<file path="src/rtl/rxhv_pkg.sv">
package rxhv_pkg;

  localparam int WORD_W = 32;
  localparam logic [31:0] CRC_POLY = 32'h04C11DB7;
  localparam logic [31:0] CRC_SEED = 32'hFFFFFFFF;
  localparam int MAX_PAY = 1024;

  // strobes from control to datapath
  typedef struct packed {
    logic sop;   // accepted start word
    logic beat;  // accepted word belonging to a packet
    logic eop;   // accepted end word
  } ctlStrobe_t;

  // one 32-bit word shifted into the CRC, MSB first
  function automatic logic [31:0] crcWord(input logic [31:0] crcIn,
                                          input logic [31:0] word);
    logic [31:0] c;
    logic fb;
    c = crcIn;
    for (int i = 31; i >= 0; i--) begin
      fb = c[31] ^ word[i];
      c = {c[30:0], 1'b0};
      if (fb) c = c ^ CRC_POLY;
    end
    return c;
  endfunction

  function automatic logic legalCombo(input logic [1:0] fmt,
                                      input logic [4:0] typ);
    logic ok;
    ok = 1'b0;
    casez (typ)
      5'b00000: ok = 1'b1;
      5'b00001: ok = !fmt[1];
      5'b00010,
      5'b00100,
      5'b00101,
      5'b01010: ok = !fmt[0];
      5'b10???: ok = fmt[0];
      default:  ok = 1'b0;
    endcase
    return ok;
  endfunction

endpackage

</file>
<file path="src/rtl/rxhv_ctrl.sv">
module rxhv_ctrl
  import rxhv_pkg::*;
#(
  parameter int CNT_W = 12
) (
  input  logic             clk,
  input  logic             rstN,
  input  logic             inValid,
  input  logic             inSop,
  input  logic             inEop,
  output ctlStrobe_t       strobe,
  output logic [CNT_W-1:0] beatIdx
);

  logic             inPkt;
  logic [CNT_W-1:0] cnt;

  always_comb begin
    strobe.sop  = inValid && inSop;
    strobe.beat = inValid && (inSop || inPkt);
    strobe.eop  = strobe.beat && inEop;
    beatIdx     = strobe.sop ? '0 : cnt;
  end

  always_ff @(posedge clk) begin
    if (!rstN) begin
      inPkt <= 1'b0;
      cnt   <= '0;
    end else if (strobe.beat) begin
      inPkt <= !strobe.eop;
      cnt   <= (&beatIdx) ? beatIdx : beatIdx + 1'b1;
    end
  end

  // after an end word, a word without start marker is not taken
  AST_NO_BEAT_AFTER_EOP: assert property (@(posedge clk) disable iff (!rstN)
    strobe.eop |=> (!strobe.beat || strobe.sop));

  // word index climbs by one per taken word inside a packet
  AST_IDX_ADVANCES: assert property (@(posedge clk) disable iff (!rstN)
    (strobe.beat && !strobe.eop && !(&beatIdx)) |=>
      (!strobe.beat || strobe.sop || beatIdx == $past(beatIdx) + 1'b1));

  // a start word always opens at index zero
  AST_SOP_RESTART: assert property (@(posedge clk) disable iff (!rstN)
    strobe.sop |-> (beatIdx == '0 && strobe.beat));

endmodule

</file>
<file path="src/rtl/rxhv_datapath.sv">
module rxhv_datapath
  import rxhv_pkg::*;
#(
  parameter int PORT_W = 3,
  parameter int CNT_W  = 12
) (
  input  logic              clk,
  input  logic              rstN,
  input  ctlStrobe_t        strobe,
  input  logic [CNT_W-1:0]  beatIdx,
  input  logic [WORD_W-1:0] inData,
  input  logic [PORT_W-1:0] rxPort,
  output logic              verdictValid,
  output logic              verdictGood,
  output logic              verdictMalformed,
  output logic              verdictEcrcErr,
  output logic [PORT_W-1:0] errPort
);

  localparam int TOT_W = CNT_W + 1;

  logic [WORD_W-1:0] hdrWord;
  logic [PORT_W-1:0] portReg;
  logic [31:0]       crcReg;

  logic [WORD_W-1:0] curHdr;
  logic [PORT_W-1:0] curPort;
  logic [1:0]        curFmt;
  logic [4:0]        curType;
  logic              curTd;
  logic [9:0]        curLen;
  logic [2:0]        hdrDw;
  logic [10:0]       payDw;
  logic [TOT_W-1:0]  expTotal;
  logic [TOT_W-1:0]  gotTotal;
  logic [31:0]       crcIn;
  logic [31:0]       crcNext;
  logic              isMalformed;
  logic              isEcrcBad;

  always_comb begin
    curHdr   = (beatIdx == '0) ? inData : hdrWord;
    curPort  = strobe.sop ? rxPort : portReg;
    curFmt   = curHdr[30:29];
    curType  = curHdr[28:24];
    curTd    = curHdr[15];
    curLen   = curHdr[9:0];
    hdrDw    = curFmt[0] ? 3'd4 : 3'd3;
    if (!curFmt[1])          payDw = 11'd0;
    else if (curLen == '0)   payDw = 11'(MAX_PAY);
    else                     payDw = {1'b0, curLen};
    expTotal = TOT_W'(hdrDw) + TOT_W'(payDw) + TOT_W'(curTd);
    gotTotal = {1'b0, beatIdx} + 1'b1;
    crcIn    = (beatIdx == '0) ? CRC_SEED : crcReg;
    crcNext  = crcWord(crcIn, inData);
    isMalformed = !legalCombo(curFmt, curType) || (gotTotal != expTotal);
    isEcrcBad   = curTd && !isMalformed && (inData != ~crcIn);
  end

  always_ff @(posedge clk) begin
    if (!rstN) begin
      hdrWord <= '0;
      portReg <= '0;
      crcReg  <= CRC_SEED;
    end else if (strobe.beat) begin
      if (beatIdx == '0) hdrWord <= inData;
      if (strobe.sop)    portReg <= rxPort;
      crcReg <= crcNext;
    end
  end

  always_ff @(posedge clk) begin
    if (!rstN) begin
      verdictValid     <= 1'b0;
      verdictGood      <= 1'b0;
      verdictMalformed <= 1'b0;
      verdictEcrcErr   <= 1'b0;
      errPort          <= '0;
    end else begin
      verdictValid     <= strobe.eop;
      verdictGood      <= strobe.eop && !isMalformed && !isEcrcBad;
      verdictMalformed <= strobe.eop && isMalformed;
      verdictEcrcErr   <= strobe.eop && isEcrcBad;
      if (strobe.eop) errPort <= curPort;
    end
  end

  AST_ONE_VERDICT: assert property (@(posedge clk) disable iff (!rstN)
    verdictValid |-> $countones({verdictGood, verdictMalformed, verdictEcrcErr}) == 1);

  AST_FLAGS_QUIET: assert property (@(posedge clk) disable iff (!rstN)
    !verdictValid |-> !(verdictGood || verdictMalformed || verdictEcrcErr));

  AST_ECRC_NEEDS_DIGEST: assert property (@(posedge clk) disable iff (!rstN)
    (strobe.eop && !curTd) |=> !verdictEcrcErr);

  AST_PORT_HELD: assert property (@(posedge clk) disable iff (!rstN)
    !$past(strobe.eop) |-> $stable(errPort));

endmodule

</file>
<file path="src/rtl/rx_hdr_validator.sv">
module rx_hdr_validator
  import rxhv_pkg::*;
#(
  parameter int PORT_W = 3,
  parameter int CNT_W  = 12
) (
  input  logic              clk,
  input  logic              rstN,
  input  logic              inValid,
  input  logic              inSop,
  input  logic              inEop,
  input  logic [31:0]       inData,
  input  logic [PORT_W-1:0] rxPort,
  output logic              verdictValid,
  output logic              verdictGood,
  output logic              verdictMalformed,
  output logic              verdictEcrcErr,
  output logic [PORT_W-1:0] errPort
);

  ctlStrobe_t       strobe;
  logic [CNT_W-1:0] beatIdx;

  rxhv_ctrl #(.CNT_W(CNT_W)) u_ctrl (
    .clk     (clk),
    .rstN    (rstN),
    .inValid (inValid),
    .inSop   (inSop),
    .inEop   (inEop),
    .strobe  (strobe),
    .beatIdx (beatIdx)
  );

  rxhv_datapath #(.PORT_W(PORT_W), .CNT_W(CNT_W)) u_dp (
    .clk              (clk),
    .rstN             (rstN),
    .strobe           (strobe),
    .beatIdx          (beatIdx),
    .inData           (inData),
    .rxPort           (rxPort),
    .verdictValid     (verdictValid),
    .verdictGood      (verdictGood),
    .verdictMalformed (verdictMalformed),
    .verdictEcrcErr   (verdictEcrcErr),
    .errPort          (errPort)
  );

endmodule

</file>
<file path="config.mk">
export PLATFORM = sky130hd
export DESIGN_NAME = rx_hdr_validator
export DESIGN_NICKNAME = d
export VERILOG_FILES = /design/src/rtl/rxhv_pkg.sv /design/src/rtl/rxhv_ctrl.sv /design/src/rtl/rxhv_datapath.sv /design/src/rtl/rx_hdr_validator.sv
export SDC_FILE = /design/constraint.sdc
export NUM_CORES = 1
export LEC_CHECK = 0
export ABC_CLOCK_PERIOD_IN_PS = 9150
export BUFFER_PORTS_ARGS = -buffer_cell sky130_fd_sc_hd__buf_2
export CAP_MARGIN = 0
export CORE_MARGIN = 2
export CORE_UTILIZATION = 30
export CTS_CLUSTER_SIZE = 12
export DETAILED_ROUTE_END_ITERATION = 8
export HOLD_SLACK_MARGIN = 0.15
export PLACE_DENSITY = 0.48
export SYNTH_ARGS = -nofsm -noshare
export SYNTH_HDL_FRONTEND = slang
export SYNTH_HIERARCHICAL = 1
export SYNTH_SLANG_ARGS = --single-unit
</file>
<file path="constraint.sdc">
create_clock -name clk -period 9.15 [get_ports clk]
set_input_delay 1.83 -clock clk [delete_from_list [all_inputs] [get_ports clk]]
set_output_delay 1.83 -clock clk [all_outputs]
set_load 0.005 [all_outputs]
</file>
# Word level (Yosys, flattened, before mapping)
# Index checks and enable logic that the tools add are counted.
[word_totals] register_bits=86 input_bits=40 out_inout_bits=7 word_cells=152
[classes] addsub=4 n_eq_ne=8 n_mux=41 n_bitwise=65 n_reduce_logical=23
[ops] cell="$mux W27" count=32
[ops] cell="$not A14 Y14" count=32
[ops] cell="$mux W32" count=1
[ops] cell="$ne A32 B32 Y1" count=1
[ops] cell="$not A32 Y32" count=1
[ops] cell="$xor A1 B1 Y1" count=32
[ops] cell="$mux W31" count=1
[ops] cell="$mux W12" count=2
[ops] cell="$mux W11" count=2
[ops] cell="$add A12 B1 Y13 const B" count=1
[ops] cell="$add A13 B1 Y13" count=1
[ops] cell="$ne A13 B13 Y1" count=1
[ops] cell="$add A12 B1 Y12 const B" count=1
[ops] cell="$add A3 B11 Y12" count=1
[ops] cell="$logic_not A12 Y1" count=1
[ops] cell="$reduce_and A12 Y1" count=1
[ops] cell="$eq A5 B3 Y1 const B" count=2
[ops] cell="$logic_not A10 Y1" count=1
[ops] cell="$logic_and A1 B1 Y1" count=9
[ops] cell="$logic_not A1 Y1" count=6
[ops] cell="$mux W3" count=2
[ops] cell="$eq A5 B1 Y1 const B" count=1
[ops] cell="$eq A5 B2 Y1 const B" count=1
[ops] cell="$eq A5 B4 Y1 const B" count=1
[ops] cell="other kinds (6)" count=7

# Logic depth before layout (Yosys ltp)
[logic_depth] word_depth=68 ltp_mapped=27 ltp_nobuf=21

# By module
# Netlist, hierarchy kept.
[modules_own_cells] mod="rxhv_datapath" n_inst=1 cells_each=930 area_each_um2=8333.0 seq_area_each_um2=1201.2
[modules_own_cells] mod="rxhv_ctrl" n_inst=1 cells_each=101 area_each_um2=769.5 seq_area_each_um2=260.2

# Worst setup path before layout
# OpenSTA, ideal clock, no wires.
[synth_path] path_kind="input to register" startpoint="input inValid" endpoint="register u_dp.verdictGood" setup_ns=0.070 arrival_time_ns=7.232 required_time_ns=9.080 setup_slack_ns=1.848 cell_stages=27 n_path_buf=6 path_cell_list="nand2_1 clkbuf_1 nand2_1 inv_1 inv_1 ha_1 nor4b_1 and3_1 clkbuf_1 clkbuf_1 buf_1 clkbuf_1 buf_1 mux2i_1 inv_1 fa_1 fa_1 a21o_1 nand2_1 xnor2_1 nor2_1 a211oi_1 xnor2_1 or4_1 nor4_1 nand2_1 a21oi_1"
[synth_between] elab_cells_between_ends=36 cone_classes="add/sub (3); eq/ne (8); mux (7); bitwise (1); reduce/logical (17)"
[synth_rtl] item="from (decl)" line_no="rx_hdr_validator.sv:9" text="input logic inValid,"
[synth_rtl] item="$logic_and A1 B1 Y1 *" line_no="rxhv_ctrl.sv:19" text="strobe.sop = inValid && inSop;"
[synth_rtl] item="$mux W12 *" line_no="rxhv_ctrl.sv:22" text="beatIdx = strobe.sop ? '0 : cnt;"
[synth_rtl] item="net beatIdx[0]" line_no="rx_hdr_validator.sv:22" text="logic [CNT_W-1:0] beatIdx;"
[synth_rtl] item="$logic_not A12 Y1 *" line_no="rxhv_datapath.sv:42" text="curHdr = (beatIdx == '0) ? inData : hdrWord;"
[synth_rtl] item="$mux W31 *" line_no="rxhv_datapath.sv:42"
[synth_rtl] item="net u_dp.curHdr[15]" line_no="rxhv_datapath.sv:26" text="logic [WORD_W-1:0] curHdr;"
[synth_rtl] item="$add A13 B1 Y13" line_no="rxhv_datapath.sv:52" text="expTotal = TOT_W'(hdrDw) + TOT_W'(payDw) + TOT_W'(curTd);"
[synth_rtl] item="$ne A13 B13 Y1" line_no="rxhv_datapath.sv:56" text="isMalformed = !legalCombo(curFmt, curType) || (gotTotal != expTotal);"
[synth_rtl] item="$logic_or A1 B1 Y1" line_no="rxhv_datapath.sv:56"
[synth_rtl] item="$logic_not A1 Y1" line_no="rxhv_datapath.sv:57, rxhv_datapath.sv:81"
[synth_rtl] item="$logic_and A1 B1 Y1 (2 in a row)" line_no="rxhv_datapath.sv:57" text="isEcrcBad = curTd && !isMalformed && (inData != ~crcIn);"
[synth_rtl] item="$logic_not A1 Y1" line_no="rxhv_datapath.sv:81" text="verdictGood <= strobe.eop && !isMalformed && !isEcrcBad;"
[synth_rtl] item="$logic_and A1 B1 Y1 *" line_no="rxhv_datapath.sv:81"
[synth_rtl] item="to (signal assigned)" line_no="rxhv_datapath.sv:81"
[synth_rtl] item="to (decl)" line_no="rxhv_datapath.sv:14" text="output logic verdictGood,"
# Mark *: on every way through the listed nets, which the timed path passes. The rest lies on a longest branch.
# A chain may end at the register's enable or synchronous reset.

==> results.cfg <==
[outcome]
status = completed

[critical_path]
crit_path_start_kind = input pin
critPathSlowestCell = mux2i_1
reg2reg_slack_ps = 3630
worst-path-max-fanout = 18
slowest_delay_ps = 740
crit_arrival_ps = 7650
crit_path_end_kind = flip-flop
worstPathRequired_ps = 9420
worstSetupPathType = input pin to flip-flop
crit_chain = buf_2 > nand2_1 > inv_1 > nor2_1 > nor3_4 > and3_1 > mux2i_1 > a21oi_1 > fa_1 > fa_1 > a21o_1 > nand2_1 > xnor2_1 > nor2_1 > a211oi_1 > xnor2_1 > or4_1 > nor4_1 > nand2_1 > a21oi_1
cp_common_cell = nand2_1

[global_route]
grt_overflow_total = 0
grt_max_degree = 64
grt_pass1_vias = 6705
antenna_found_initial = 0
grt_pass1_wl_um = 43800
grt.total_usage_pct = 18.7

[die]
die_area_um2 = 31800
die_h_um = 178
initial_utilization_pct = 30.5
row_count = 63
fp.dieW_um = 178
placeableCoreArea_um2 = 29800
ioPinCount = 47

[clock_network]
cts_num_sinks = 73
ctsResizeCount = 0
cts_tree = done
cts_buffers = 9
cts-root-buf = clkbuf_16
post_cts_buffers = 0
insertion_delay_ps = 350
cts_max_path_buffers = 2
cts_hold_buf = 0
htree_levels = 3
path_clk_slew_ps = 70

[final_layout]
diodes = 0
syn_to_final_growth_pct = 8.34
multi_input_area_um2 = 7270
drive_gt1_share_pct = 11.0
fill_cells = 3155
num-nets-final = 1074
regArea_um2 = 1460

[route]
drt_pass1_iterations = 7
postRouteAntennaNets = 0
viasPerCell = 5.04
dr.first_iter.drc_count = 578
drc = 0
routedWlPerCell_um = 21.0
vias = 7146
wl_um = 29700

[sta]
worst_slew_pin_slew_ps = 1080
slew_headroom_pct = 27.4
skew_ps = 9.83
fin_crit_sh_pct = 80.6
final-max-slew-violation-count = 0
rsz0062_at_grt = no
hold_slack_ps = 467
finalHoldViolations = 0
max_freq_ghz = 0.136
min_period_ps = 7370
fin_setup_tns_ps = 0
setup_viol_count_final = 0

[synth]
synth_ff_type = dfxtp_1
synthArstFlopShare_pct = 0
synth_nets = 1081
syn_avg_cell_area_um2 = 8.83
synth-edff-count = 0
seq_area_frac_synth_pct = 16.1
syn_inst = 1031
ys_seq_elements = 73
synth_area_um2 = 9100
ys_types = 62
ys.warnings.count = 6

[placed_design]
hpwl_um = 22700
gp_congestion = 0.861
io_buffers = 46

[hold_path]
min_path_type = flip-flop to flip-flop

[run]
maxCapViolations = 0
==> metal layers <==
| layer | vias to the layer above | share of wire, % | global-route usage (%) |
|---|---|---|---|
| li1 | 3457 | - | - |
| met1 | 3473 | 48 | 26.9 |
| met2 | 194 | 45 | 29.6 |
| met3 | 22 | 5.2 | 2.81 |
| met4 | 0 | 1.3 | 4.13 |
| met5 | - | 0 | 0 |
==> stage by stage <==
stage	worst slack (ps)	cell area [µm²]	util, %	instances
2_1_floorplan	1850	9100	-	1031
3_3_place_gp	1560	9550	32.0	1403
3_5_place_dp	1400	9550	32.0	1403
4_1_cts	1760	9860	33.1	1418
5_1_grt	1140	9860	33.1	1418
6_report	1780	9860	33.1	1418
==> cell usage after synthesis, drive strengths merged, types with 14 or more instances <==
cell type,instances,area share [%]
dfxtp,73,16
and2,14,0.96
nand2,112,4.6
xnor3,48,12
a21oi,22,1.2
buf,30,1.8
nand4,14,1.0
nand3,22,1.2
nor2,66,2.7
clkbuf,38,1.6
xnor2,241,27
inv,16,0.66
a21boi,22,1.8
o21ai,66,3.6
xor2,86,8.6
==> cell families (layout without fill, tap and decap cells) <==
group / after synthesis / count (layout) / synth area share (%)
buffers and inverters: 85 / 82 / 4.11
DFF: 73 / 73 / 16.1
xor gates and xnor gates: 382 / 382 / 48.9
and+or+nand+nor: 303 / 303 / 16.5
adders and majority gates: 10 / 10 / 1.54
AOI/OAI and AO/OA: 166 / 166 / 11.5
muxes: 12 / 12 / 1.32
==> cells in the final DEF, fill, tap and decap left out, drive strengths merged, types with 11 or more instances in the layout <==
master and n:
a21boi 22, nand4 14, xnor3 48, a21oi 22
nand3 22, o31ai 12, nor2b 12, a31oi 11
inv 18, nor2 66, nor4 11, dfxtp 73
xnor2 241, mux2i 12, buf 50, nand2 112
xor2 86, o21ai 66, and2 14
==> area by class of cell <==
| type | instances | share of cell area [%] |
|---|---|---|
| clock buffers | 9 | 2.28 |
| clock inverters | 6 | 0.913 |
| inverters | 17 | 0.647 |
| multi-input cells | 873 | 73.8 |
| flip-flops and latches | 73 | 14.8 |
| well taps | 390 | 4.95 |
| repair buffers | 50 | 2.64 |
==> sequential cells by signal, summed over array words and instances, names as in the netlist <==
| register | count |
|---|---|
| u_ctrl/cnt | 12 |
| u_ctrl/inPkt | 1 |
| u_dp/crcReg | 32 |
| u_dp/errPort | 3 |
| u_dp/hdrWord | 18 |
| u_dp/portReg | 3 |
| u_dp/verdictEcrcErr | 1 |
| u_dp/verdictGood | 1 |
| u_dp/verdictMalformed | 1 |
| u_dp/verdictValid | 1 |
==> worst max-delay path, delay by kind of cell <==
family / cells / cell delay (ps)
AO/OA/AOI/OAI: 4 / 740
adder cells (fa/ha/maj): 2 / 840
multiplexers: 1 / 740
buffers and inverters: 2 / 650
XOR/XNOR: 2 / 210
AND/OR/NAND/NOR: 9 / 2620
==> path summary, 6_finish.rpt <==
| check | startpoint | end | cells after the start |
|---|---|---|---|
| min reg2reg | u_dp/hdrWord[27]$_SDFFE_PN0P_ | u_dp/hdrWord[27]$_SDFFE_PN0P_ | 2 |
| max reg2reg | u_ctrl/cnt[0]$_SDFFE_PN0P_ | u_dp/verdictGood$_SDFF_PN0_ | 20 |
| min | u_dp/hdrWord[27]$_SDFFE_PN0P_ | u_dp/hdrWord[27]$_SDFFE_PN0P_ | 2 |
| max | inValid | u_dp/verdictGood$_SDFF_PN0_ | 20 |
Power is left out: the tool's default activity adds up to more than one toggle a clock period on the data nets, which glitch-free logic cannot reach.
